[src/rtl/sic_pkg.sv]
package sic_pkg;

    // Word addresses of the register port
    localparam int unsigned REG_EN   = 0;
    localparam int unsigned REG_SET  = 1;
    localparam int unsigned REG_CLR  = 2;
    localparam int unsigned REG_TRIG = 3;
    localparam int unsigned REG_POL  = 4;
    localparam int unsigned REG_ACK  = 5;
    localparam int unsigned REG_STAT = 6;

    // Minimum address width that reaches every word
    localparam int unsigned MIN_ADDR_W = 3;

endpackage

[src/rtl/sic_sync.sv]
module sic_sync #(
    parameter int unsigned N = 32
) (
    input  logic         clk,
    input  logic         rst_n,
    input  logic [N-1:0] async_in,
    output logic [N-1:0] sync_out
);

    typedef struct packed {
        logic [N-1:0] stage1;
        logic [N-1:0] stage2;
    } sync_st_t;

    sync_st_t st_d, st_q;

    always_comb begin
        st_d.stage1 = async_in;
        st_d.stage2 = st_q.stage1;
    end

    always_ff @(posedge clk or negedge rst_n) begin
        if (!rst_n) st_q <= '0;
        else        st_q <= st_d;
    end

    assign sync_out = st_q.stage2;

endmodule

[src/rtl/sic_detect.sv]
module sic_detect #(
    parameter int unsigned N = 32
) (
    input  logic         clk,
    input  logic         rst_n,
    input  logic [N-1:0] lvl,      // synchronized line values
    input  logic [N-1:0] trig,     // 1 = edge
    input  logic [N-1:0] pol,      // 1 = low / falling
    input  logic [N-1:0] en,
    input  logic [N-1:0] ack,      // one-cycle acknowledge mask
    output logic [N-1:0] status
);

    typedef struct packed {
        logic [N-1:0] prev;
        logic [N-1:0] latch;
    } det_st_t;

    det_st_t st_d, st_q;

    logic [N-1:0] act_lvl;
    logic [N-1:0] edge_ev;

    // Per-line sense decoding; the previous raw value keeps a sense
    // change from looking like an edge.
    for (genvar i = 0; i < N; i++) begin : g_line
        assign act_lvl[i] = lvl[i] ^ pol[i];
        assign edge_ev[i] = trig[i] &
                            (pol[i] ? (~lvl[i] &  st_q.prev[i])
                                    : ( lvl[i] & ~st_q.prev[i]));
    end

    always_comb begin
        st_d.prev  = lvl;
        // new edge has priority over acknowledge
        st_d.latch = (st_q.latch & ~ack) | edge_ev;
    end

    always_ff @(posedge clk or negedge rst_n) begin
        if (!rst_n) st_q <= '0;
        else        st_q <= st_d;
    end

    assign status = ((trig & st_q.latch) | (~trig & act_lvl)) & en;

    // an acknowledged latch with no fresh edge is cleared
    a_r10_ack_clears: assert property (@(posedge clk) disable iff (!rst_n)
        1'b1 |=> ((st_q.latch & $past(ack & ~edge_ev)) == '0));

    // a fresh edge always leaves the latch set, even under acknowledge
    a_r11_edge_wins: assert property (@(posedge clk) disable iff (!rst_n)
        1'b1 |=> ((st_q.latch & $past(edge_ev)) == $past(edge_ev)));

    // a latch only falls when acknowledged
    a_r8_latch_holds: assert property (@(posedge clk) disable iff (!rst_n)
        1'b1 |=> (($past(st_q.latch) & ~$past(ack) & ~st_q.latch) == '0));

endmodule

[src/rtl/sic_regs.sv]
module sic_regs
    import sic_pkg::*;
#(
    parameter int unsigned N      = 32,
    parameter int unsigned DATA_W = 32,
    parameter int unsigned ADDR_W = 3
) (
    input  logic              clk,
    input  logic              rst_n,
    input  logic [ADDR_W-1:0] addr,
    input  logic [DATA_W-1:0] wdata,
    input  logic              we,
    input  logic [N-1:0]      status,
    output logic [DATA_W-1:0] rdata,
    output logic [N-1:0]      en,
    output logic [N-1:0]      trig,
    output logic [N-1:0]      pol,
    output logic [N-1:0]      ack
);

    typedef struct packed {
        logic [N-1:0] en;
        logic [N-1:0] trig;
        logic [N-1:0] pol;
    } cfg_st_t;

    cfg_st_t st_d, st_q;

    logic [N-1:0] wmask;
    logic [N-1:0] rsel;

    assign wmask = wdata[N-1:0];

    always_comb begin
        st_d = st_q;
        if (we) begin
            if (addr == ADDR_W'(REG_SET))  st_d.en   = st_q.en | wmask;
            if (addr == ADDR_W'(REG_CLR))  st_d.en   = st_q.en & ~wmask;
            if (addr == ADDR_W'(REG_TRIG)) st_d.trig = wmask;
            if (addr == ADDR_W'(REG_POL))  st_d.pol  = wmask;
        end
    end

    always_ff @(posedge clk or negedge rst_n) begin
        if (!rst_n) st_q <= '0;
        else        st_q <= st_d;
    end

    always_comb begin
        rsel = '0;
        if (addr == ADDR_W'(REG_EN))   rsel = st_q.en;
        if (addr == ADDR_W'(REG_TRIG)) rsel = st_q.trig;
        if (addr == ADDR_W'(REG_POL))  rsel = st_q.pol;
        if (addr == ADDR_W'(REG_STAT)) rsel = status;
    end

    assign rdata = DATA_W'(rsel);
    assign ack   = (we && addr == ADDR_W'(REG_ACK)) ? wmask : '0;
    assign en    = st_q.en;
    assign trig  = st_q.trig;
    assign pol   = st_q.pol;

    // the set alias never drops an enable bit and raises every masked bit
    a_r2_set_alias: assert property (@(posedge clk) disable iff (!rst_n)
        (we && addr == ADDR_W'(REG_SET)) |=>
        ((($past(st_q.en) & ~st_q.en) == '0) &&
         ((st_q.en & $past(wmask)) == $past(wmask))));

    // the clear alias drops every masked bit and raises none
    a_r3_clr_alias: assert property (@(posedge clk) disable iff (!rst_n)
        (we && addr == ADDR_W'(REG_CLR)) |=>
        (((st_q.en & $past(wmask)) == '0) &&
         ((st_q.en & ~$past(st_q.en)) == '0)));

    // enables move only through the two aliases
    a_r4_en_hold: assert property (@(posedge clk) disable iff (!rst_n)
        !(we && (addr == ADDR_W'(REG_SET) || addr == ADDR_W'(REG_CLR))) |=>
        $stable(st_q.en));

endmodule

[src/rtl/sic_top.sv]
module sic_top
    import sic_pkg::*;
#(
    parameter int unsigned NUM_SRC = 32,
    parameter int unsigned DATA_W  = 32,
    parameter int unsigned ADDR_W  = MIN_ADDR_W
) (
    input  logic               clk,
    input  logic               rst_n,
    input  logic [NUM_SRC-1:0] irq_in,
    input  logic [ADDR_W-1:0]  bus_addr,
    input  logic [DATA_W-1:0]  bus_wdata,
    input  logic               bus_we,
    output logic [DATA_W-1:0]  bus_rdata,
    output logic               cascade_irq
);

    logic [NUM_SRC-1:0] lvl_sync;
    logic [NUM_SRC-1:0] en, trig, pol, ack, status;

    sic_sync #(.N(NUM_SRC)) u_sync (
        .clk      (clk),
        .rst_n    (rst_n),
        .async_in (irq_in),
        .sync_out (lvl_sync)
    );

    sic_regs #(.N(NUM_SRC), .DATA_W(DATA_W), .ADDR_W(ADDR_W)) u_regs (
        .clk    (clk),
        .rst_n  (rst_n),
        .addr   (bus_addr),
        .wdata  (bus_wdata),
        .we     (bus_we),
        .status (status),
        .rdata  (bus_rdata),
        .en     (en),
        .trig   (trig),
        .pol    (pol),
        .ack    (ack)
    );

    sic_detect #(.N(NUM_SRC)) u_detect (
        .clk    (clk),
        .rst_n  (rst_n),
        .lvl    (lvl_sync),
        .trig   (trig),
        .pol    (pol),
        .en     (en),
        .ack    (ack),
        .status (status)
    );

    assign cascade_irq = |status;

    // the merged request agrees with the status word seen on the bus
    a_r13_cascade: assert property (@(posedge clk) disable iff (!rst_n)
        (bus_addr == ADDR_W'(REG_STAT)) |-> (cascade_irq == (bus_rdata != '0)));

    if (NUM_SRC < DATA_W) begin : g_upper
        // bits above the source count never read as one
        a_r5_upper_zero: assert property (@(posedge clk) disable iff (!rst_n)
            bus_rdata[DATA_W-1:NUM_SRC] == '0);
    end

endmodule

[config.mk]
export PLATFORM = sky130hd
export DESIGN_NAME = sic_top
export DESIGN_NICKNAME = d
export VERILOG_FILES = /design/src/rtl/sic_pkg.sv /design/src/rtl/sic_sync.sv /design/src/rtl/sic_detect.sv /design/src/rtl/sic_regs.sv /design/src/rtl/sic_top.sv
export SDC_FILE = /design/constraint.sdc
export NUM_CORES = 1
export LEC_CHECK = 0
export ABC_CLOCK_PERIOD_IN_PS = 2600
export CORE_MARGIN = 2
export CORE_UTILIZATION = 35
export CTS_CLUSTER_SIZE = 25
export DETAILED_ROUTE_END_ITERATION = 8
export PLACE_DENSITY_LB_ADDON = 0.1
export SLEW_MARGIN = 5
export SYNTH_ARGS = -nofsm -noshare
export SYNTH_HDL_FRONTEND = slang
export SYNTH_HIERARCHICAL = 1
export SYNTH_SLANG_ARGS = --single-unit
[constraint.sdc]
create_clock -name clk -period 2.6 [get_ports clk]
set_clock_uncertainty 0.2 [all_clocks]
set_input_delay 0.78 -clock clk [delete_from_list [all_inputs] [get_ports clk]]
set_output_delay 0.78 -clock clk [all_outputs]
set_load 0.005 [all_outputs]
; ---- Yosys cells after proc, flatten, opt, wreduce, memory -nomap -nowiden
; Cells that the tools add are included.
[classes]
n_reduce_logical = 7
eq_ne = 6
mux = 39
bitwise_logic = 203
[ops]
columns = cell, n
row1 = 2-to-1 mux 32 bit, 7
row2 = bitwise AND 32 bit, 5
row3 = bitwise AND 1 bit, 96
row4 = inverter 32 bit, 3
row5 = OR 32 bit, 3
row6 = inverter 1 bit, 64
row7 = 2-to-1 mux 1 bit, 32
row8 = OR reduction 32 bit, 1
row9 = XOR 1 bit, 32
row10 = == test 3 bit (second input constant), 3
row11 = == test 3 x 2 -> 1 bit (second input constant), 2
row12 = AND reduction 2 bit, 3
row13 = == test 3 x 1 -> 1 bit (second input constant), 1
row14 = zero test 3 bit, 1
row15 = nonzero test 2 bit, 1
row16 = logical AND 1 bit, 1
[word_totals]
output_inout_bits = 33
in_bits = 70
word_cells = 262
register_bits = 224

; ---- Depth between registers and ports, before layout
[logic_depth]
word_depth = 6
depth_mapped = 7
ltp_nobuf = 5

; ---- Modules after synthesis
; The synthesis kept the hierarchy.
[modules_own_cells]
columns = mod, cells_each, area_each_um2, seq_area_each_um2, instances
row1 = sic_regs, 401, 4854.7, 2402.3, 1
row2 = sic_detect, 288, 3403.3, 1601.5, 1
row3 = sic_sync, 64, 1601.5, 1601.5, 1
row4 = sic_top, 11, 75.1, 0.0, 1

; ---- Worst setup path after synthesis
; Ideal clock, no wire load.
[synth_timing]
kind = input port to output port
start = input port bus_addr[2]
end = output port bus_rdata[12]
path_buffers = 3
arrival_time_ps = 1709
slack_ps = -89
path_stages = 6
t_required_ps = 1620
cell_sequence = buf_2 and3b_1 buf_4 buf_2 a22oi_1 o21ai_0
[synth_between]
elab_chain_cells = 5
word_cells_on_any_way = 8
cone_classes = eq/ne: 3 / mux: 4 / reduce/logical: 1
[synth_lines]
columns = item, line
row1 = start: declaration, sic_top.sv:11  ; input logic [ADDR_W-1:0] bus_addr,
row2 = zero test 3 bit, sic_regs.sv:51  ; if (addr == ADDR_W'(REG_EN)) rsel = st_q.en;
row3 = 2-to-1 mux 32 bit, sic_regs.sv:51
row4 = 2-to-1 mux 32 bit, sic_regs.sv:52  ; if (addr == ADDR_W'(REG_TRIG)) rsel = st_q.trig;
row5 = 2-to-1 mux 32 bit, sic_regs.sv:53  ; if (addr == ADDR_W'(REG_POL)) rsel = st_q.pol;
row6 = 2-to-1 mux 32 bit (*), sic_regs.sv:54  ; if (addr == ADDR_W'(REG_STAT)) rsel = status;
row7 = end: declaration, sic_top.sv:14  ; output logic [DATA_W-1:0] bus_rdata,
; Mark *: on every way between the ends. The rest lies on a longest branch, timed or not.

; ---- Worst setup path after layout
[layout_timing]
start = register u_regs.st_q, in the netlist u_regs/pol[10]
end = output port cascade_irq
[layout_between]
elab_chain_cells = 5
[layout_lines]
columns = item, line
row1 = start: declaration, sic_regs.sv:27  ; cfg_st_t st_d, st_q;
row2 = start signal: assignment, sic_regs.sv:46  ; else st_q <= st_d;
row3 = XOR 1 bit, sic_detect.sv:27  ; assign act_lvl[i] = lvl[i] ^ pol[i];
row4 = bitwise AND 32 bit, sic_detect.sv:44  ; assign status = ((trig & st_q.latch) | (~trig & act_lvl)) & en;
row5 = OR 32 bit, sic_detect.sv:44
row6 = bitwise AND 32 bit, sic_detect.sv:44
row7 = net status[10], sic_top.sv:19  ; logic [NUM_SRC-1:0] en, trig, pol, ack, status;
row8 = OR reduction 32 bit, sic_top.sv:53  ; assign cascade_irq = |status;
row9 = end: declaration, sic_top.sv:15  ; output logic cascade_irq
; The timed path passes the listed nets, and every way through them passes these cells.

==> run_summary.xml <==
<?xml version="1.0" encoding="UTF-8"?>
<metrics>
  <group name="yosys">
    <metric name="synthTopCellsByCount" unit="">sky130_fd_sc_hd__dfrtp_1, sky130_fd_sc_hd__a31oi_1, sky130_fd_sc_hd__nand2b_1, sky130_fd_sc_hd__xor2_1</metric>
    <metric name="synth_top_cells_by_area" unit="">sky130_fd_sc_hd__dfrtp_1, sky130_fd_sc_hd__mux2_4, sky130_fd_sc_hd__a31oi_1</metric>
    <metric name="synth_warnings" unit="">6</metric>
    <metric name="synth_mux_area_share" unit="%">11.6</metric>
    <metric name="yosysTopAreaCell" unit="">sky130_fd_sc_hd__dfrtp_1</metric>
    <metric name="synthAdderAreaFrac" unit="%">0</metric>
    <metric name="library_cell_with_the_highest_instance_count_after_synthesis" unit="">sky130_fd_sc_hd__dfrtp_1</metric>
    <metric name="netlist.area_leader.share" unit="%">56.4</metric>
    <metric name="synth_top_family_by_area" unit="">simple AND/OR/NAND/NOR gates</metric>
    <metric name="ys_ff_latch" unit="">224</metric>
    <metric name="synth.net_count" unit="">834</metric>
    <metric name="async_reset_ff_share" unit="%">100</metric>
    <metric name="number_of_enable_type_register_cells_in_the_synthesized_netlist" unit="">0</metric>
    <metric name="post_synthesis_sequential_area_ratio" unit="%">56.4</metric>
    <metric name="synth-main-ff-cell" unit="">sky130_fd_sc_hd__dfrtp_1</metric>
    <metric name="synth-xor-area-share" unit="%">2.91</metric>
    <metric name="postSynthAreaPerCell" unit="sq um">13.0</metric>
    <metric name="mappedNetlistArea" unit="sq um">9930</metric>
    <metric name="post_synth_and_or_nand_nor_area_fraction" unit="%">15.6</metric>
    <metric name="synth.lib_cells_used.distinct" unit="">31</metric>
    <metric name="synth_cells" unit="">764</metric>
    <metric name="synth_compound_gate_area_share" unit="%">11.3</metric>
  </group>
  <group name="timing">
    <metric name="final_hold_viol_count" unit="">0</metric>
    <metric name="timing.slew.headroom" unit="%">68.0</metric>
    <metric name="max_clock_freq" unit="MHz">296</metric>
    <metric name="layout_worst_path_cycle_share" unit="%">130</metric>
    <metric name="worst-slew-pin-transition" unit="ns">0.479</metric>
    <metric name="period_minus_slack" unit="ns">3.38</metric>
    <metric name="grt_setup_unrepaired" unit="">true</metric>
    <metric name="timing_max_transition_violations_final" unit="">0</metric>
    <metric name="post-route-worst-setup-slack" unit="ns">-0.776</metric>
    <metric name="setup_viol" unit="">33</metric>
    <metric name="finalHoldWorstSlack" unit="ns">0.146</metric>
  </group>
  <group name="worst_setup_path">
    <metric name="worst-endpoint-arrival" unit="ns">2.40</metric>
    <metric name="crit_chain" unit="">xor2_1 &gt; o211a_1 &gt; nor4_2 &gt; buf_4 &gt; nand4_1 &gt; or2_1 &gt; buf_2</metric>
    <metric name="end_kind" unit="">primary output</metric>
    <metric name="cell_count_of_the_worst_reg_to_reg_path" unit="">3</metric>
    <metric name="worstReg2RegStart" unit="">u_regs/pol[8]</metric>
    <metric name="critical_path_class" unit="">reg2out</metric>
    <metric name="cpPeakStageDelay" unit="ns">0.39</metric>
    <metric name="critPathTopFamily" unit="">simple AND/OR/NAND/NOR gates</metric>
    <metric name="ff2ff_setup_slack" unit="ns">1.32</metric>
    <metric name="worst-path-buf-inv" unit="">2</metric>
    <metric name="cp-start-kind" unit="">flop</metric>
    <metric name="timing.critical_path.fanout_max" unit="">2</metric>
    <metric name="cpMaxStageDelayCell" unit="">sky130_fd_sc_hd__dfrtp_1</metric>
    <metric name="timing.rr.end" unit="">u_regs/pol[8]</metric>
    <metric name="worst-endpoint-required" unit="ns">1.62</metric>
  </group>
  <group name="outcome">
    <metric name="outcome" unit="">finished, violations left</metric>
    <metric name="failed_checks" unit="">setup timing</metric>
  </group>
  <group name="global_route">
    <metric name="gr-usage-all-layers" unit="%">20.0</metric>
    <metric name="grt_antenna_before_repair" unit="">0</metric>
    <metric name="global_route.usage.met2" unit="%">31.0</metric>
    <metric name="global_route.usage.met3" unit="%">3.00</metric>
    <metric name="grt_pass1_wl" unit="um">45700</metric>
    <metric name="gr_busiest_metal" unit="">met2</metric>
    <metric name="gr-total-overflow" unit="">0</metric>
    <metric name="grt_use_met1" unit="%">28.6</metric>
    <metric name="grt_pass1_vias" unit="">8227</metric>
    <metric name="pin_count_of_the_biggest_net_entering_global_routing" unit="">54</metric>
  </group>
  <group name="clocking">
    <metric name="clk_latency" unit="ns">0.53</metric>
    <metric name="cts_clk_pin_slew_worst_paths" unit="ns">0.06</metric>
    <metric name="clock_tree.htree_level_count" unit="">1</metric>
    <metric name="cts.root.buffer_cell" unit="">sky130_fd_sc_hd__clkbuf_16</metric>
    <metric name="tritoncts" unit="">built</metric>
    <metric name="cts_made_buffers" unit="">26</metric>
    <metric name="clk_sinks" unit="">224</metric>
    <metric name="clk_path_buf_depth" unit="">3</metric>
  </group>
  <group name="floorplan">
    <metric name="design.die.area" unit="sq um">29700</metric>
    <metric name="die_y" unit="um">172</metric>
    <metric name="io_pins" unit="">103</metric>
    <metric name="core_area" unit="sq um">27900</metric>
    <metric name="fp.dieW" unit="um">172</metric>
    <metric name="rows" unit="">61</metric>
    <metric name="initial_core_util" unit="%">35.7</metric>
  </group>
  <group name="drt">
    <metric name="ant_nets" unit="">0</metric>
    <metric name="remaining_drc_errors" unit="">0</metric>
    <metric name="via_per_inst" unit="">5.22</metric>
    <metric name="detailroute.via_count" unit="">7688</metric>
    <metric name="drt_wl_total" unit="um">29000</metric>
    <metric name="wl_per_cell" unit="um">19.7</metric>
    <metric name="detail_route.iter0.violations" unit="">417</metric>
    <metric name="drt_first_pass_iters" unit="">5</metric>
  </group>
  <group name="min_path">
    <metric name="hold_path_sink" unit="">u_sync/sync_out[4]</metric>
    <metric name="timing.hold.worst.class" unit="">reg2reg</metric>
    <metric name="min_path_cells" unit="">0</metric>
    <metric name="hold_path_startpoint" unit="">u_sync/st_d[4]</metric>
  </group>
  <group name="layout">
    <metric name="layoutNonFillerInstCount" unit="">1474</metric>
    <metric name="growth_of_design_area_from_synthesis_to_finish" unit="%">43.8</metric>
    <metric name="post_route_cells_drive_above_1_share" unit="%">37.7</metric>
    <metric name="design.final.nets" unit="">1146</metric>
    <metric name="fillers" unit="">2400</metric>
    <metric name="antenna-diode-count" unit="">0</metric>
  </group>
  <group name="flow_run">
    <metric name="maxCapViolations" unit="">0</metric>
  </group>
  <group name="place">
    <metric name="place_congestion" unit="">0.813</metric>
    <metric name="dp_hpwl" unit="um">19000</metric>
    <metric name="placed_cells" unit="">1386</metric>
    <metric name="io_buffer_count" unit="">102</metric>
  </group>
  <group name="power_and_ir_drop">
    <metric name="power.leakage" unit="nW">6.29</metric>
    <metric name="power_per_cell_area" unit="nW/um^2">773</metric>
    <metric name="finalPower" unit="mW">11.0</metric>
    <metric name="vdd_ir_drop_max" unit="uV">447</metric>
  </group>
</metrics>
worst reg2reg max path, delay by kind of cell (launching register included):
kind	cells	cell delay, ns
buf+inv	2	0.27
mux	1	0.28
flops	1	0.41
how the worst max path moves through the flow:
stage	slack, ns	end	from	cells past startpoint
floorplan	-0.02	bus_rdata[12]	bus_addr[2]	6
global placement	-1.05	bus_rdata[19]	bus_addr[0]	5
detailed placement	-1.08	bus_rdata[19]	bus_addr[1]	5
CTS	-0.85	cascade_irq	u_sync/sync_out[4]	7
global route	-0.87	cascade_irq	u_sync/sync_out[10]	7
finish	-0.78	cascade_irq	u_regs/pol[10]	7
metrics by stage:
stage	setup TNS [ns]	worst slack, ns	instance area [sq um]	util, %
floorplan	-0.615	-0.0205	9940	-
global placement	-46.69	-1.05	12800	45.9
detailed placement	-50.06	-1.08	12800	45.9
CTS	-10.88	-0.850	14200	50.9
global route	-10.79	-0.870	14300	51.3
finish	-9.09	-0.776	14300	51.3
per-layer routing:
metal / vias up / routed length [um]
li1: 3494 / -
met1: 3919 / 13500
met2: 219 / 13200
met3: 56 / 1500
met4: 0 / 817
met5: - / 0
timing repair:
item                                   CTS  global route
buffers inserted                        34            11
setup endpoints to repair               33            33
endpoints found under the hold margin   10             0
hold buffers                             1             0
cloned                                   2             0
resized for setup                      221            21
pin swaps                               42            31
kinds of logic after synthesis:
group	Yosys count
AO/OA/AOI/OAI	160
XOR/XNOR	33
AND/OR/NAND/NOR	213
multiplexers	96
buffers and inverters	38
flip-flops	224
placed cells by master (no fill, tap or decap), types with 32 or more instances in the layout:
cell type,count
sky130_fd_sc_hd__nand4bb_1,32
sky130_fd_sc_hd__nand2b_1,64
sky130_fd_sc_hd__dfrtp_1,224
sky130_fd_sc_hd__nand4b_1,32
sky130_fd_sc_hd__buf_2,33
sky130_fd_sc_hd__a31oi_1,64
sky130_fd_sc_hd__mux2i_1,32
sky130_fd_sc_hd__and2_1,33
sky130_fd_sc_hd__nand3_1,32
sky130_fd_sc_hd__clkdlybuf4s50_1,65
sky130_fd_sc_hd__buf_4,172
layout make-up:
type | instances | area (sq um) | area share, %
Sequential cell | 224 | 5610 | 39.2
Multi-Input combinational cell | 502 | 4400 | 30.8
Timing Repair Buffer | 322 | 2920 | 20.4
Clock buffer | 38 | 787 | 5.51
Tap cell | 378 | 473 | 3.31
Clock inverter | 10 | 103 | 0.718
report_power, final:
group	switching [mW]	internal, mW	leakage [nW]
registers	0.352	4.01	2.52
clock network	1.44	2.29	0.444
logic	1.30	1.66	3.33
total	3.09	7.96	6.29
Note: power is estimated with default switching activity, not from simulation.
